## config.mk

```make
export PLATFORM = sky130hd
export DESIGN_NAME = hfa_adder
export DESIGN_NICKNAME = d
export VERILOG_FILES = /design/src/rtl/hfa_pkg.sv /design/src/rtl/hfa_slice.sv /design/src/rtl/hfa_any.sv /design/src/rtl/hfa_ctrl.sv /design/src/rtl/hfa_adder.sv
export SDC_FILE = /design/constraint.sdc
export NUM_CORES = 1
export LEC_CHECK = 0
export BUFFER_PORTS_ARGS = -buffer_cell sky130_fd_sc_hd__buf_2
export CAP_MARGIN = 20
export CORE_ASPECT_RATIO = 1.1
export CORE_MARGIN = 10
export CORE_UTILIZATION = 30
export CTS_CLUSTER_SIZE = 40
export DETAILED_ROUTE_END_ITERATION = 12
export GPL_TIMING_DRIVEN = 0
export PLACE_DENSITY = 0.49
export SETUP_SLACK_MARGIN = 0.1
export SYNTH_ARGS = -nofsm -noshare
export SYNTH_HDL_FRONTEND = slang
export SYNTH_SLANG_ARGS = --single-unit
```

## constraint.sdc

```tcl
create_clock -name clk -period 2.6 [get_ports clk]
set_input_delay 0.52 -clock clk [delete_from_list [all_inputs] [get_ports clk]]
set_output_delay 0.52 -clock clk [all_outputs]
set_load 0.05 [all_outputs]
```

## src/rtl/hfa_pkg.sv

```systemverilog
package hfa_pkg;
  typedef enum logic {
    ST_IDLE = 1'b0,
    ST_RUN  = 1'b1
  } hfa_state_e;
endpackage

```

## src/rtl/hfa_slice.sv

```systemverilog
// One bit position: a half adder with an input select.
module hfa_slice (
  input  logic ld,
  input  logic ext_a,
  input  logic ext_b,
  input  logic cur_a,
  input  logic cur_b,
  input  logic cin,
  output logic nxt_a,
  output logic nxt_b,
  output logic gen
);
  logic half_sum;

  always_comb begin
    half_sum = cur_a ^ cur_b;
    gen      = cur_a & cur_b;
    nxt_a    = ld ? ext_a : half_sum;
    nxt_b    = ld ? ext_b : cin;
  end
endmodule

```

## src/rtl/hfa_any.sv

```systemverilog
// Completion detector: reports whether any bit of the word is set.
module hfa_any #(
  parameter int WIDTH = 8
) (
  input  logic [WIDTH-1:0] vec,
  output logic             any
);
  always_comb any = |vec;
endmodule

```

## src/rtl/hfa_ctrl.sv

```systemverilog
// Start edge detection, run state and iteration counter.
module hfa_ctrl #(
  parameter int WIDTH = 8,
  parameter int CNT_W = $clog2(WIDTH + 1)
) (
  input  logic             clk,
  input  logic             rst,
  input  logic             start_n,
  input  logic             pending,
  output logic             load,
  output logic             step,
  output logic             busy,
  output logic [CNT_W-1:0] cnt
);
  import hfa_pkg::*;

  hfa_state_e state_q;
  logic       start_q;
  logic       start_fall;

  always_comb begin
    start_fall = start_q & ~start_n;
    load       = (state_q == ST_IDLE) & start_fall;
    step       = (state_q == ST_RUN) & pending;
    busy       = (state_q == ST_RUN);
  end

  always_ff @(posedge clk) begin
    if (rst) begin
      state_q <= ST_IDLE;
      start_q <= 1'b1;
      cnt     <= '0;
    end else begin
      start_q <= start_n;
      case (state_q)
        ST_IDLE: begin
          if (start_fall) begin
            state_q <= ST_RUN;
            cnt     <= '0;
          end
        end
        default: begin
          if (pending) cnt <= cnt + CNT_W'(1);
          else         state_q <= ST_IDLE;
        end
      endcase
    end
  end
endmodule

```

## src/rtl/hfa_adder.sv

```systemverilog
// Iterative half-adder feedback adder, one iteration per clock.
module hfa_adder #(
  parameter  int WIDTH = 8,
  localparam int CNT_W = $clog2(WIDTH + 1)
) (
  input  logic             clk,
  input  logic             rst,
  input  logic             start_n,
  input  logic [WIDTH-1:0] op_a,
  input  logic [WIDTH-1:0] op_b,
  output logic             busy,
  output logic [WIDTH-1:0] sum,
  output logic             cout,
  output logic [CNT_W-1:0] iter_cnt
);
  logic [WIDTH-1:0] acc_a, acc_b;
  logic [WIDTH-1:0] nxt_a, nxt_b, gen;
  logic             load, step, pending, upd;

  hfa_any #(.WIDTH(WIDTH)) det_i (
    .vec (acc_b),
    .any (pending)
  );

  hfa_ctrl #(.WIDTH(WIDTH), .CNT_W(CNT_W)) ctrl_i (
    .clk     (clk),
    .rst     (rst),
    .start_n (start_n),
    .pending (pending),
    .load    (load),
    .step    (step),
    .busy    (busy),
    .cnt     (iter_cnt)
  );

  for (genvar i = 0; i < WIDTH; i++) begin : g_bit
    logic cin_i;
    if (i == 0) begin : g_lsb
      assign cin_i = 1'b0;
    end else begin : g_up
      assign cin_i = gen[i-1];
    end
    hfa_slice slice_i (
      .ld    (load),
      .ext_a (op_a[i]),
      .ext_b (op_b[i]),
      .cur_a (acc_a[i]),
      .cur_b (acc_b[i]),
      .cin   (cin_i),
      .nxt_a (nxt_a[i]),
      .nxt_b (nxt_b[i]),
      .gen   (gen[i])
    );
  end

  assign upd = load | step;

  always_ff @(posedge clk) begin
    if (rst) begin
      acc_a <= '0;
      acc_b <= '0;
      cout  <= 1'b0;
    end else begin
      if (upd) begin
        acc_a <= nxt_a;
        acc_b <= nxt_b;
      end
      if (load)      cout <= 1'b0;
      else if (step) cout <= cout | gen[WIDTH-1];
    end
  end

  assign sum = acc_a;
endmodule

```

==> implementation parameters <==
Parameter                              Value

Die
  Effective utilization at floorplan ... 31.1%
  Die Outline Area ... 8010 sq um
  Horiz. Die Dim ... 86.2 microns
  Boundary Pins ... 33
  Die height ... 92.9 microns
  Area of the core region ... 4650 sq um
  Number of placement rows ... 26

CTS
  CTS Buf Count ... 3
  Clock Sink Count ... 23
  Clock-pin slew on the worst setup and hold paths ... 90 ps
  Clock Latency Late Sink ... 260 ps
  Hold bufs inserted after CTS ... 0
  Library cell used as clock root buffer ... sky130_fd_sc_hd__clkbuf_8
  Number of H-tree levels ... 1
  Post-CTS Repair Setup Buffers ... 0
  Worst-case clock buffer depth ... 2
  Post-cts sizing count ... 0
  TritonCTS clock tree ... built

Cells and area
  Non-filler instance count after layout ... 231
  Area of the multi-input gates ... 795 sq um
  Net count reported at finish ... 204
  Utilization after layout ... 36.9%
  Final design instance area without fill ... 1720 sq um
  Proportion of layout cells with a drive suffix above 1 ... 49.1%
  Most common cell after layout, fill and taps aside ... sky130_fd_sc_hd__buf_2
  Number of fill cells in the layout ... 487
  Area growth from synthesis to layout ... 18.7%
  Antenna diodes ... 0
  Storage element area ... 460 sq um
  Highest-count cells in the layout ignoring fill and taps ... sky130_fd_sc_hd__buf_2 (31), sky130_fd_sc_hd__dfxtp_1 (23), sky130_fd_sc_hd__inv_1 (15)

Placement
  Area after detailed placement ... 1670 sq um
  Buffers added on ports ... 31
  Weighted congestion reported at the end of routability-driven placement ... 0.711
  Post-DP HPWL ... 2.80 mm
  Pre-CTS worst setup slack ... 720 ps
  Number of cells in the design after placement ... 227

STA
  Worst hold slack after final layout ... 484 ps
  Post-Route Setup TNS ... 0 ps
  Hold Violations, Final ... 0
  Unrepaired setup endpoints after global routing ... false
  Final Cycle Share ... 64.1%
  Time the worst path needs with I/O delays and setup ... 1670 ps
  Worst clock skew ... 7.71 ps
  Fin worst setup slack ... 934 ps
  Worst slew margin ... 56.5%
  Maximum achievable frequency ... 600 MHz
  Setup violations, final ... 0
  Slew at the pin closest to its max-slew limit ... 652 ps
  Final max-slew violation count ... 0

Yosys
  Number of nets in the synthesized netlist ... 168
  Share of the yosys chip area belonging to registers ... 31.8%
  Mean instance size in the synthesized netlist ... 10.3 sq um
  Synth unique cells ... 31
  Cell area after synthesis ... 1450 sq um
  Share of synthesized flip-flops with an asynchronous set or reset ... 0%
  Ys Warns ... 0
  Flops & latches, synth ... 23
  Mapped Cells ... 140
  Top flip-flop cell by instance count after synthesis ... sky130_fd_sc_hd__dfxtp_1
  Post-synth EDFFs ... 0

Hold path
  Hold-critical path depth ... 2
  Type of the worst min-delay path ... in2reg
  Startpoint of the worst hold path ... start_n
  Capture endpoint of the worst hold path ... ctrl_i.start_q

GRT
  Global-route total usage across every layer ... 9.73%
  Total overflow reported by the global router ... 0
  Largest net degree at the start of global routing ... 13
  Vias in the first global route ... 1235
  Number of antenna violations at the first check in global routing ... 0
  Wire length of the first global-routing pass ... 6.27 mm

Worst setup path
  R2r worst-path depth ... 6
  Type of element capturing the critical path ... flop
  Endpoint required time on the critical path ... 2720 ps
  Critical-path maximum fanout ... 10
  Startpoint of the worst-slack reg-to-reg timing path ... ctrl_i.busy
  Type of the worst setup path ... reg2reg
  Data arrival time of the critical path ... 1790 ps
  Startpoint type of the worst setup path ... flop
  Reg-to-reg slack, setup ... 930 ps
  R2r endpoint ... sum[3]

Drt
  Final wirelength ... 3.73 mm
  Antenna violation net count after detailed routing ... 0
  Initial detailed-routing violation count ... 31
  TritonRoute pass-1 iters ... 4
  Via Count ... 1123
  Number of vias per cell ... 4.86
  Residual DRC ... 0
  Average detailed-routed wire length per instance ... 16.2 microns

Power
  Max VDD drop ... 0.217 mV
  Total power divided by cell area ... 668 nW/um^2
  Static leakage ... 0.759 nW
  Overall power ... 1.15 mW

Flow run
  Max capacitance violation total ... 0

Run status
  Run status ... finished clean
==> critical path, cell delays in order (launching register included) <==
cell and delay [ps]:
sky130_fd_sc_hd__dfxtp_1 400, sky130_fd_sc_hd__nor3b_2 220, sky130_fd_sc_hd__buf_6 200, sky130_fd_sc_hd__buf_12 160, sky130_fd_sc_hd__mux2_4 300, sky130_fd_sc_hd__a21oi_1 160, sky130_fd_sc_hd__a211oi_2 70
==> worst max-delay path by stage <==
stage / from / end / slack, ps / cells after the start
floorplan: ctrl_i.busy / sum[3] / 870 / 6
global placement: start_n / sum[3] / 780 / 7
detailed placement: start_n / sum[3] / 720 / 7
CTS: ctrl_i.busy / sum[3] / 910 / 6
global route: ctrl_i.busy / sum[3] / 780 / 6
finish: ctrl_i.busy / sum[3] / 930 / 6
==> synth_stat cells (2+ instances only) <==
library cell                n  area share [%]
sky130_fd_sc_hd__inv_1     15             3.9
sky130_fd_sc_hd__buf_4     11             5.7
sky130_fd_sc_hd__a21oi_1   14             4.8
sky130_fd_sc_hd__mux2_2     8             6.2
sky130_fd_sc_hd__dfxtp_1   23              32
sky130_fd_sc_hd__a211oi_1   6             3.1
sky130_fd_sc_hd__nand4b_1   3             1.8
sky130_fd_sc_hd__a21oi_2    6             3.6
sky130_fd_sc_hd__buf_6      2             1.6
sky130_fd_sc_hd__nor4_4     2             2.9
sky130_fd_sc_hd__nor2_1     3            0.78
sky130_fd_sc_hd__nand3_1    4             1.4
sky130_fd_sc_hd__ha_1       9             7.8
sky130_fd_sc_hd__a211oi_2   9             7.8
sky130_fd_sc_hd__clkbuf_1   3            0.78
sky130_fd_sc_hd__mux2_4     7             7.3
==> registers in the layout (all words and copies together) (netlist names) <==
name and cells:
sum 8, ctrl_i.busy 1, cout 1, acc_b 8
ctrl_i.cnt 4, ctrl_i.start_q 1
==> power breakdown <==
part | switching [mW] | leakage (nW) | internal [mW]
registers | 0.0477 | 0.189 | 0.397
logic | 0.270 | 0.547 | 0.208
clock network | 0.116 | 0.0228 | 0.109
total | 0.434 | 0.759 | 0.714
==> logic make-up after synthesis <==
family	Yosys count	share of synthesized area, %
multiplexers	15	13.5
adder cells (fa/ha/maj)	9	7.78
AND/OR/NAND/NOR	22	11.9
buffers and inverters	32	13.3
flip-flops	23	31.8
AO/OA/AOI/OAI	39	21.7
==> routing by layer <==
metal / vias up / track usage [%] / wire length, microns
li1: 560 / - / -
met1: 535 / 12.3 / 1780
met2: 24 / 15.6 / 1740
met3: 4 / 2.72 / 178
met4: 0 / 2.97 / 33
met5: - / 0 / 0
==> layout make-up <==
class / count / share of cell area, %
multi-input combinational: 85 / 46.2
sequential: 23 / 26.8
timing repair buffer: 31 / 9.03
buffer: 17 / 7.94
tap: 56 / 4.08
inverter: 15 / 3.28
clock buffer: 4 / 2.62
(Power assumes the default switching activity.)
